### src/rtl/spf_pkg.sv
package spf_pkg;
  // per-slot bookkeeping of a stream buffer entry
  typedef struct packed {
    logic req;    // requested for the current stream
    logic busy;   // some request (current or stale) still outstanding
    logic avail;  // data for the current stream has arrived
  } slot_st_t;
endpackage

### src/rtl/spf_lru.sv
module spf_lru #(
  parameter int N  = 4,
  parameter int IW = (N > 1) ? $clog2(N) : 1
) (
  input  logic          clk,
  input  logic          rst,
  input  logic          touch,
  input  logic [IW-1:0] touch_idx,
  output logic [IW-1:0] victim
);
  logic [IW-1:0] age [N];

  always_comb begin
    victim = '0;
    for (int i = 0; i < N; i++)
      if (age[i] == IW'(N - 1)) victim = IW'(i);
  end

  always_ff @(posedge clk) begin
    if (rst) begin
      for (int i = 0; i < N; i++) age[i] <= IW'(N - 1 - i);
    end else if (touch) begin
      for (int i = 0; i < N; i++) begin
        if (IW'(i) == touch_idx) age[i] <= '0;
        else if (age[i] < age[touch_idx]) age[i] <= age[i] + IW'(1);
      end
    end
  end
endmodule

### src/rtl/spf_stream_buf.sv
module spf_stream_buf
  import spf_pkg::*;
#(
  parameter int AW    = 16,
  parameter int DEPTH = 4,
  parameter int SW    = $clog2(DEPTH)
) (
  input  logic          clk,
  input  logic          rst,
  input  logic          alloc,
  input  logic [AW-1:0] alloc_line,
  input  logic          pop,
  input  logic          issue,
  input  logic [SW-1:0] issue_slot,
  input  logic          rsp_we,
  input  logic [SW-1:0] rsp_slot,
  output logic          active,
  output logic [AW-1:0] head_line,
  output logic [SW-1:0] head_slot,
  output logic          head_avail,
  output logic          rsp_keep,
  output logic          cand_ok,
  output logic [SW-1:0] cand_slot,
  output logic [AW-1:0] cand_line
);
  slot_st_t      st [DEPTH];
  logic [AW-1:0] base;
  logic [SW-1:0] head;

  assign head_line  = base;
  assign head_slot  = head;
  assign head_avail = st[head].avail;
  assign rsp_keep   = st[rsp_slot].req;

  always_comb begin
    cand_ok   = 1'b0;
    cand_slot = '0;
    for (int s = DEPTH - 1; s >= 0; s--) begin
      if (active && !st[s].req && !st[s].busy) begin
        cand_ok   = 1'b1;
        cand_slot = SW'(s);
      end
    end
    cand_line = base + AW'(SW'(cand_slot - head));
  end

  always_ff @(posedge clk) begin
    if (rst) begin
      active <= 1'b0;
      base   <= '0;
      head   <= '0;
      for (int s = 0; s < DEPTH; s++) st[s] <= '0;
    end else begin
      for (int s = 0; s < DEPTH; s++) begin
        if (alloc || (pop && head == SW'(s))) begin
          st[s].req   <= 1'b0;
          st[s].avail <= 1'b0;
        end else begin
          if (issue && issue_slot == SW'(s)) st[s].req <= 1'b1;
          if (rsp_we && rsp_slot == SW'(s) && st[s].req) st[s].avail <= 1'b1;
        end
        if (issue && issue_slot == SW'(s)) st[s].busy <= 1'b1;
        else if (rsp_we && rsp_slot == SW'(s)) st[s].busy <= 1'b0;
      end
      if (alloc) begin
        active <= 1'b1;
        base   <= alloc_line + AW'(1);
        head   <= '0;
      end else if (pop) begin
        base <= base + AW'(1);
        head <= head + SW'(1);
      end
    end
  end
endmodule

### src/rtl/stream_prefetch.sv
module stream_prefetch #(
  parameter int NBUF  = 4,
  parameter int DEPTH = 4,
  parameter int AW    = 16,
  parameter int DW    = 32,
  localparam int SW   = $clog2(DEPTH),
  localparam int BW   = (NBUF > 1) ? $clog2(NBUF) : 1,
  localparam int TW   = BW + SW
) (
  input  logic          clk,
  input  logic          rst,
  input  logic          miss_valid,
  input  logic [AW-1:0] miss_line,
  output logic          done_valid,
  output logic          done_hit,
  output logic [DW-1:0] done_data,
  output logic          mem_req_valid,
  input  logic          mem_req_ready,
  output logic [AW-1:0] mem_req_line,
  output logic [TW-1:0] mem_req_tag,
  input  logic          mem_rsp_valid,
  input  logic [TW-1:0] mem_rsp_tag,
  input  logic [DW-1:0] mem_rsp_data
);
  logic [NBUF-1:0] active, head_avail, rsp_keep, cand_ok, hit_vec;
  logic [NBUF-1:0] alloc_v, pop_v, issue_v, rsp_we_v;
  logic [AW-1:0]   head_line [NBUF];
  logic [AW-1:0]   cand_line [NBUF];
  logic [SW-1:0]   head_slot [NBUF];
  logic [SW-1:0]   cand_slot [NBUF];
  logic [DW-1:0]   line_ram  [NBUF*DEPTH];

  logic          any_hit, any_cand, do_pop, do_alloc, load;
  logic [BW-1:0] hit_idx, cand_idx, victim;

  always_comb begin
    any_hit  = 1'b0;
    hit_idx  = '0;
    any_cand = 1'b0;
    cand_idx = '0;
    for (int b = NBUF - 1; b >= 0; b--) begin
      if (hit_vec[b]) begin any_hit = 1'b1; hit_idx = BW'(b); end
      if (cand_ok[b]) begin any_cand = 1'b1; cand_idx = BW'(b); end
    end
  end

  assign do_pop   = miss_valid && !done_valid && any_hit && head_avail[hit_idx];
  assign do_alloc = miss_valid && !done_valid && !any_hit;
  assign load     = !mem_req_valid || mem_req_ready;

  spf_lru #(.N(NBUF), .IW(BW)) u_lru (
    .clk(clk), .rst(rst), .touch(do_pop || do_alloc),
    .touch_idx(do_pop ? hit_idx : victim), .victim(victim)
  );

  for (genvar b = 0; b < NBUF; b++) begin : g_buf
    assign hit_vec[b]  = active[b] && (head_line[b] == miss_line);
    assign alloc_v[b]  = do_alloc && (victim == BW'(b));
    assign pop_v[b]    = do_pop && (hit_idx == BW'(b));
    assign issue_v[b]  = load && any_cand && (cand_idx == BW'(b));
    assign rsp_we_v[b] = mem_rsp_valid && (mem_rsp_tag[TW-1:SW] == BW'(b));

    spf_stream_buf #(.AW(AW), .DEPTH(DEPTH), .SW(SW)) u_sb (
      .clk(clk), .rst(rst),
      .alloc(alloc_v[b]), .alloc_line(miss_line), .pop(pop_v[b]),
      .issue(issue_v[b]), .issue_slot(cand_slot[b]),
      .rsp_we(rsp_we_v[b]), .rsp_slot(mem_rsp_tag[SW-1:0]),
      .active(active[b]), .head_line(head_line[b]), .head_slot(head_slot[b]),
      .head_avail(head_avail[b]), .rsp_keep(rsp_keep[b]),
      .cand_ok(cand_ok[b]), .cand_slot(cand_slot[b]), .cand_line(cand_line[b])
    );
  end

  // line storage: one write port (responses), one registered read port (hits)
  always_ff @(posedge clk) begin
    if (mem_rsp_valid && rsp_keep[mem_rsp_tag[TW-1:SW]])
      line_ram[mem_rsp_tag] <= mem_rsp_data;
    done_data <= line_ram[{hit_idx, head_slot[hit_idx]}];
  end

  always_ff @(posedge clk) begin
    if (rst) begin
      done_valid    <= 1'b0;
      done_hit      <= 1'b0;
      mem_req_valid <= 1'b0;
      mem_req_line  <= '0;
      mem_req_tag   <= '0;
    end else begin
      done_valid <= do_pop || do_alloc;
      done_hit   <= do_pop;
      if (load) begin
        mem_req_valid <= any_cand;
        mem_req_line  <= cand_line[cand_idx];
        mem_req_tag   <= {cand_idx, cand_slot[cand_idx]};
      end
    end
  end
endmodule

### config.mk
export PLATFORM = sky130hd
export DESIGN_NAME = stream_prefetch
export DESIGN_NICKNAME = d
export VERILOG_FILES = /design/src/rtl/spf_pkg.sv /design/src/rtl/spf_lru.sv /design/src/rtl/spf_stream_buf.sv /design/src/rtl/stream_prefetch.sv
export SDC_FILE = /design/constraint.sdc
export NUM_CORES = 1
export LEC_CHECK = 0
export ABC_AREA = 1
export CORE_ASPECT_RATIO = 1.1
export CORE_UTILIZATION = 30
export CTS_CLUSTER_SIZE = 40
export DETAILED_ROUTE_END_ITERATION = 8
export DONT_BUFFER_PORTS = 1
export PLACE_DENSITY = 0.4
export SLEW_MARGIN = 40
export SYNTH_ARGS = -nofsm -noshare
export SYNTH_HDL_FRONTEND = slang
export SYNTH_SLANG_ARGS = --single-unit
### constraint.sdc
create_clock -name clk -period 6.2 [get_ports clk]
set_input_delay 0.93 -clock clk [delete_from_list [all_inputs] [get_ports clk]]
set_output_delay 0.93 -clock clk [all_outputs]
set_load 0.01 [all_outputs]
# Word level (Yosys, flattened, before mapping)
# Memory sizes are Yosys's and may differ from the RTL's. A register that Yosys moved wholly into a read port is not among the register bits.
# Cells that the tools add are included.
# totals
ramBits	568
memories	6
input_bits	57
elab_cells	901
regBits	99
# op_classes
n_addsub	21
order_cmp	8
n_eq_ne	49
bitwise	106
n_mux	497
reduce_logical	197
# mem_list
name	words	word_bits	read_ports	rd_ports_with_merged_regs	wr	line	rtl
line_ram	16	32	1	1	1	stream_prefetch.sv:31	logic [DW-1:0] line_ram [NBUF*DEPTH];
g_buf[0].u_sb.st	4	3	6	1	4	spf_stream_buf.sv:26	slot_st_t st [DEPTH];
g_buf[1].u_sb.st	4	3	6	1	4	spf_stream_buf.sv:26	
g_buf[2].u_sb.st	4	3	6	1	4	spf_stream_buf.sv:26	
g_buf[3].u_sb.st	4	3	6	1	4	spf_stream_buf.sv:26	
u_lru.age	4	2	5	0	4	spf_lru.sv:11	logic [IW-1:0] age [N];
# ops
cell	count
1-bit 2-to-1 mux	435
16-bit 2-to-1 mux	10
1-bit logical AND	122
1-bit bitwise OR	104
2-bit 2-to-1 mux	47
16-bit by 1-bit adder with 16-bit output (second input constant)	5
16-bit by 2-bit adder with 16-bit output	4
16-bit == test	4
2-bit == test (second input constant)	29
1-bit logical NOT	35
16-bit binary-select mux with 2-bit select	1
2-bit logical NOT	14
2-bit by 1-bit == test with 1-bit output (second input constant)	13
1-bit logical OR	18
2-bit by 1-bit adder with 2-bit output (second input constant)	8
2-bit binary-select mux with 2-bit select	2
2-bit less-than comparator	4
2-bit nonzero test	4
2-bit OR reduction	4
2-bit subtractor	4
3-bit greater-or-equal comparator (second input constant)	2
2-bit by 3-bit less-than comparator with 1-bit output (second input constant)	2
2-bit NOT with 3-bit output	2
1-bit binary-select mux with 2-bit select	2
2 further kinds	3

# Longest topological paths before layout
# An unclocked memory read counts as a cell.
# logic_depth
ltp_word	20
ltp_mapped	24

# Hierarchy
# A second synthesis with hierarchy kept.
# hier_totals
hier_cells	4678
hier_area_um2	38071.5
# modules_own_cells
mod	cells_each	instances	area_per_inst_um2
stream_prefetch	2973	1	26870.8
spf_stream_buf (g_buf[0].u_sb ...)	399	2	2595.0
spf_stream_buf (g_buf[1].u_sb)	414	1	2737.6
spf_stream_buf (g_buf[3].u_sb)	403	1	2598.7
spf_lru	90	1	674.4

# Worst setup path before layout
# Ideal clock, no wire load.
# synth_path
kind	input-to-reg
startpoint	input port mem_rsp_tag[0]
endpoint	memory g_buf[2].u_sb.st[1][0] (netlist name) (enable)
stages	9
setup_slack_ns	2.563
arrival_time_ns	3.339
setup_ns	0.298
t_required_ns	5.902
path_cell_list	inv_1 nor2_1 nand2_1 o2111ai_1 a22o_1 a221oi_1 nor2_1 nand2_1 nand3_1
# synth_lines
element	line	rtl
start: declaration	stream_prefetch.sv:22	input logic [TW-1:0] mem_rsp_tag,
end: declaration	spf_stream_buf.sv:26	

# Final worst setup path
# layout_path
startpoint	register g_buf[0].u_sb.base[6]
endpoint	register done_data[20] (read register of line_ram)
# layout_between
elab_chain_len	7
# layout_lines
element	line	rtl
start: declaration	spf_stream_buf.sv:27	logic [AW-1:0] base;
start signal: assignment	spf_stream_buf.sv:67	base <= alloc_line + AW'(1);
start signal: assignment	spf_stream_buf.sv:70	base <= base + AW'(1);
16-bit == test (*)	stream_prefetch.sv:57	assign hit_vec[b] = active[b] && (head_line[b] == miss_line);
1-bit logical AND (*)	stream_prefetch.sv:57	
2-bit 2-to-1 mux (*)	stream_prefetch.sv:42	if (hit_vec[b]) begin any_hit = 1'b1; hit_idx = BW'(b); end
2-bit NOT with 3-bit output (implied by the code)	stream_prefetch.sv:78	done_data <= line_ram[{hit_idx, head_slot[hit_idx]}];
2-bit binary-select mux with 2-bit select	stream_prefetch.sv:78	
2-bit 2-to-1 mux (implied by the code) (2 in series)	stream_prefetch.sv:78	
end: declaration	stream_prefetch.sv:16	output logic [DW-1:0] done_data,
# Every way passes the cells marked *; elsewhere a longest branch is shown, timed or not. The select of a mux whose other input is x is not followed.
# A chain may end at the register's enable or synchronous reset.

==> reports/metrics.yaml <==
timing:
  finalSetupViolCount: 0
  achievable-frequency_mhz: 243
  final.setup_skew_ns: 0.0331
  totalNegativeSetupSlack_ns: 0
  fin_crit_sh_pct: 66.4
  grt_setup_unrepaired: "false"
  worst_pin_slew_ns: 0.872
  timing.final.crit_period_ns: 4.11
  relSlewSlack_pct: 41.6
  postLayoutSetupSlackWorst_ns: 2.09
  timing_max_transition_violations_final: 0
  timing.final.hold_violations: 0
synth:
  main_combinational_cell_family_by_area_after_synthesis: "simple AND/OR/NAND/NOR gates"
  synth_adder_area_share_pct: 1.60
  synth_top_flop_cell: "edfxtp_1"
  syn-cell-area_mm2: 0.0332
  synth_mux_area_share_pct: 0
  synth-compound-area-share_pct: 10.7
  synth_xor_area_share_pct: 3.35
  yosys_register_bits: 707
  synthSimpleGateAreaFrac_pct: 19.3
  async_flop_share_pct: 0
  ys_seq_area_share_pct: 59.8
  syn-instance-count: 3418
  synth.net_count: 3515
  yosysWarningCount: 0
  synth_cell_types: 57
  postSynthAreaPerCell_um2: 9.70
  synth_enable_flop_cells: 568
clocking:
  cts_made_buffers: 87
  postCtsSetupRepairBufs: 0
  clock_latency_late_sink_ns: 0.66
  cts_resized: 0
  cts-root-to-sink-buffers: 3
  cts.root.buffer_cell: "clkbuf_16"
  path_clk_slew_ns: 0.06
  post_cts_hold_buffer_count: 0
  tritoncts: "done"
  total_clock_sinks: 707
  cts_htree_levels: 3
detailed_routing:
  route.final.wire_length_um: 109000
  viasPerCell: 4.89
  post-route-drc-count: 0
  drtIter0Drc: 1488
  route.antenna.remaining_nets: 0
  detailroute.via_count: 23900
  drtPass1Iterations: 5
  route.detailed.wl_per_inst_um: 22.2
critical_path:
  worst-endpoint-arrival_ns: 4.70
  path_buf_inv: 5
  critPathMaxStageDelay_ns: 0.60
  setup.worst_path.start_class: "flip-flop"
  ff2ff_setup_slack_ns: 2.09
  crit_top_cell: "nand2_1"
  worstSetupEndpointType: "flip-flop"
  worst-endpoint-required_ns: 6.79
  path_cells: "inv_1 -> nand2_1 -> nand2_1 -> nor2_1 -> nand2_1 -> nor2_1 -> nand3_1 -> nand2_2 -> inv_2 -> nand2_1 -> o22ai_1 -> clkinv_1 -> nand3_4 -> inv_12 -> buf_4 -> o21ai_0 -> o21ai_0 -> nand2_1 -> nand4_1"
  worstSetupPathType: "reg2reg"
  cp_top_family: "buffers and inverters"
  crit_slowest_cell: "dfxtp_1"
  worst-path-max-fanout: 153
cells_and_area:
  diodes: 0
  layout.cells.non_filler: 4882
  flow.area_growth_from_synthesis_pct: 13.7
  post_route_cells_drive_above_1_share_pct: 8.37
  fillerInstances: 11200
  nets: 3485
die:
  floorplan.core_area_mm2: 0.109
  die-area_mm2: 0.112
  placementRows: 127
  die_y_um: 351
  floorplan.die.width_um: 319
  top_level_i_o_count: 112
  floorplan.initialDensity_pct: 30.3
power:
  cellLeakagePower_nw: 13.5
  power_per_cell_area_mw_per_mm2: 296
  vdd_ir_drop_max_v: 0.000175
  report.power.total_mw: 11.2
placed_design:
  finalWeightedCongestion: 0.941
  post-place-ws_ns: 1.80
  place.port_buffers: 0
  dpl.cell_count: 4716
  dp.final_hpwl_um: 69800
grt:
  grt_use_total_pct: 19.4
  antenna_found_initial: 1
  largest_net_degree_at_the_start_of_global_routing: 154
  number_of_global_route_vias_before_repair: 23800
  grt_pass1_wl_um: 161000
  grt-ovfl-total: 0
status:
  status: "finished, final reports clean"
job:
  max_cap_viol_count: 0
worst_hold_path:
  hold_path_class: "in2reg"
synthesized netlist by cell type (4+ instances only):
cell type / n / area, um2
nand2_1: 673 / 2530
edfxtp_1: 568 / 17100
nor2_1: 486 / 1820
o21ai_0: 264 / 1320
inv_1: 211 / 792
dfxtp_1: 139 / 2780
xor2_1: 122 / 1070
o211ai_1: 117 / 878
nand3_1: 116 / 581
a21oi_1: 90 / 450
buf_2: 86 / 430
o21ai_1: 78 / 390
or2_1: 65 / 407
clkbuf_1: 62 / 233
nor3_1: 45 / 225
nand4_1: 41 / 257
inv_2: 40 / 150
ha_1: 36 / 450
or2_2: 19 / 119
a31oi_1: 16 / 100
or2_0: 16 / 100
nand2_2: 14 / 87.6
a22oi_1: 9 / 67.6
a41oi_1: 9 / 78.8
nor4_1: 8 / 50.1
buf_1: 7 / 26.3
buf_4: 7 / 52.6
a211oi_1: 6 / 45.0
clkbuf_2: 6 / 30.0
o21bai_1: 6 / 45.0
xnor2_1: 5 / 43.8
fa_1: 4 / 80.1
nor2_2: 4 / 25.0
nor2_4: 4 / 45.0
path summary, 6_finish.rpt:
path | from | end | depth (start not counted)
worst max-delay path | g_buf[0].u_sb.head_line[6]$_SDFFE_PP0P_ | done_data[20]$_DFF_P_ | 19
worst min-delay path | mem_rsp_data[19] | line_ram[3][19]$_DFFE_PP_ | 0
worst max register to register | g_buf[0].u_sb.head_line[6]$_SDFFE_PP0P_ | done_data[20]$_DFF_P_ | 19
worst min register to register | g_buf[1].u_sb.head_line[10]$_SDFFE_PP0P_ | g_buf[1].u_sb.head_line[10]$_SDFFE_PP0P_ | 2
sequential cells by signal, indices dropped and copies added, names as in the netlist, 4 cells and up, named ones only:
register              count
mem_req_tag               4
g_buf.u_sb.active         4
g_buf.u_sb.head_line     64
g_buf.u_sb.st            48
u_lru.age                 8
line_ram                512
g_buf.u_sb.head_slot      8
done_data                32
mem_req_line             16
layer usage:
layer / share of wire, % / wire [um] / vias up / track usage, %
met1: 43 / 46200 / 11600 / 23.4
met5: 0.016 / 17 / - / 0
met2: 49 / 53300 / 437 / 33.9
met4: 3.3 / 3620 / 2 / 7.22
met3: 5.0 / 5470 / 164 / 3.92
li1: - / - / 11600 / -
report_power, final:
part	internal [mW]	leakage [nW]	switching [mW]	total, mW
Combinational	0.217	5.79	0.552	0.769
Sequential	5.24	6.32	0.143	5.39
Clock	2.90	1.35	2.10	5.00
Total	8.36	13.5	2.79	11.2
per-stage QoR:
stage / util, % / hold WS [ns] / instance area [um2]
after floorplan: - / 0.453 / 33200
after global placement: 31.7 / 0.501 / 34700
after detailed placement: 31.9 / 0.506 / 34900
after CTS: 34.5 / 0.316 / 37700
after global routing: 34.5 / 0.335 / 37700
final: 34.5 / 0.362 / 37700
kinds of logic (layout without fill, tap and decap cells):
logic type                 after synthesis  count (layout)
buffers and inverters                  422             467
DFF                                    707             707
and+or+nand+nor                       1505            1505
adders and majority gates               40              40
xor gates and xnor gates               127             127
AOI/OAI and AO/OA                      617             617
placed cells by master (no fill, tap or decap), drive strengths merged, types with 48 or more instances in the layout:
master and instances:
xor2 122, inv 254, edfxtp 568, o21ai 342, nand3 120, dfxtp 139
o211ai 117, nand2 690, buf 48, a21oi 90, nor2 494, clkbuf 123
or2 100
layout make-up:
type                       count  area [um2]  share of cell area, %
sequential                   707       19800                   52.6
multi-input combinational   2289       11800                   31.3
clock buffer                 122        2410                   6.40
tap                         1419        1780                   4.71
inverter                     254         966                   2.56
timing repair buffer          49         551                   1.46
clock inverter                42         380                   1.01
No activity file was read; power rests on OpenSTA's default activity.
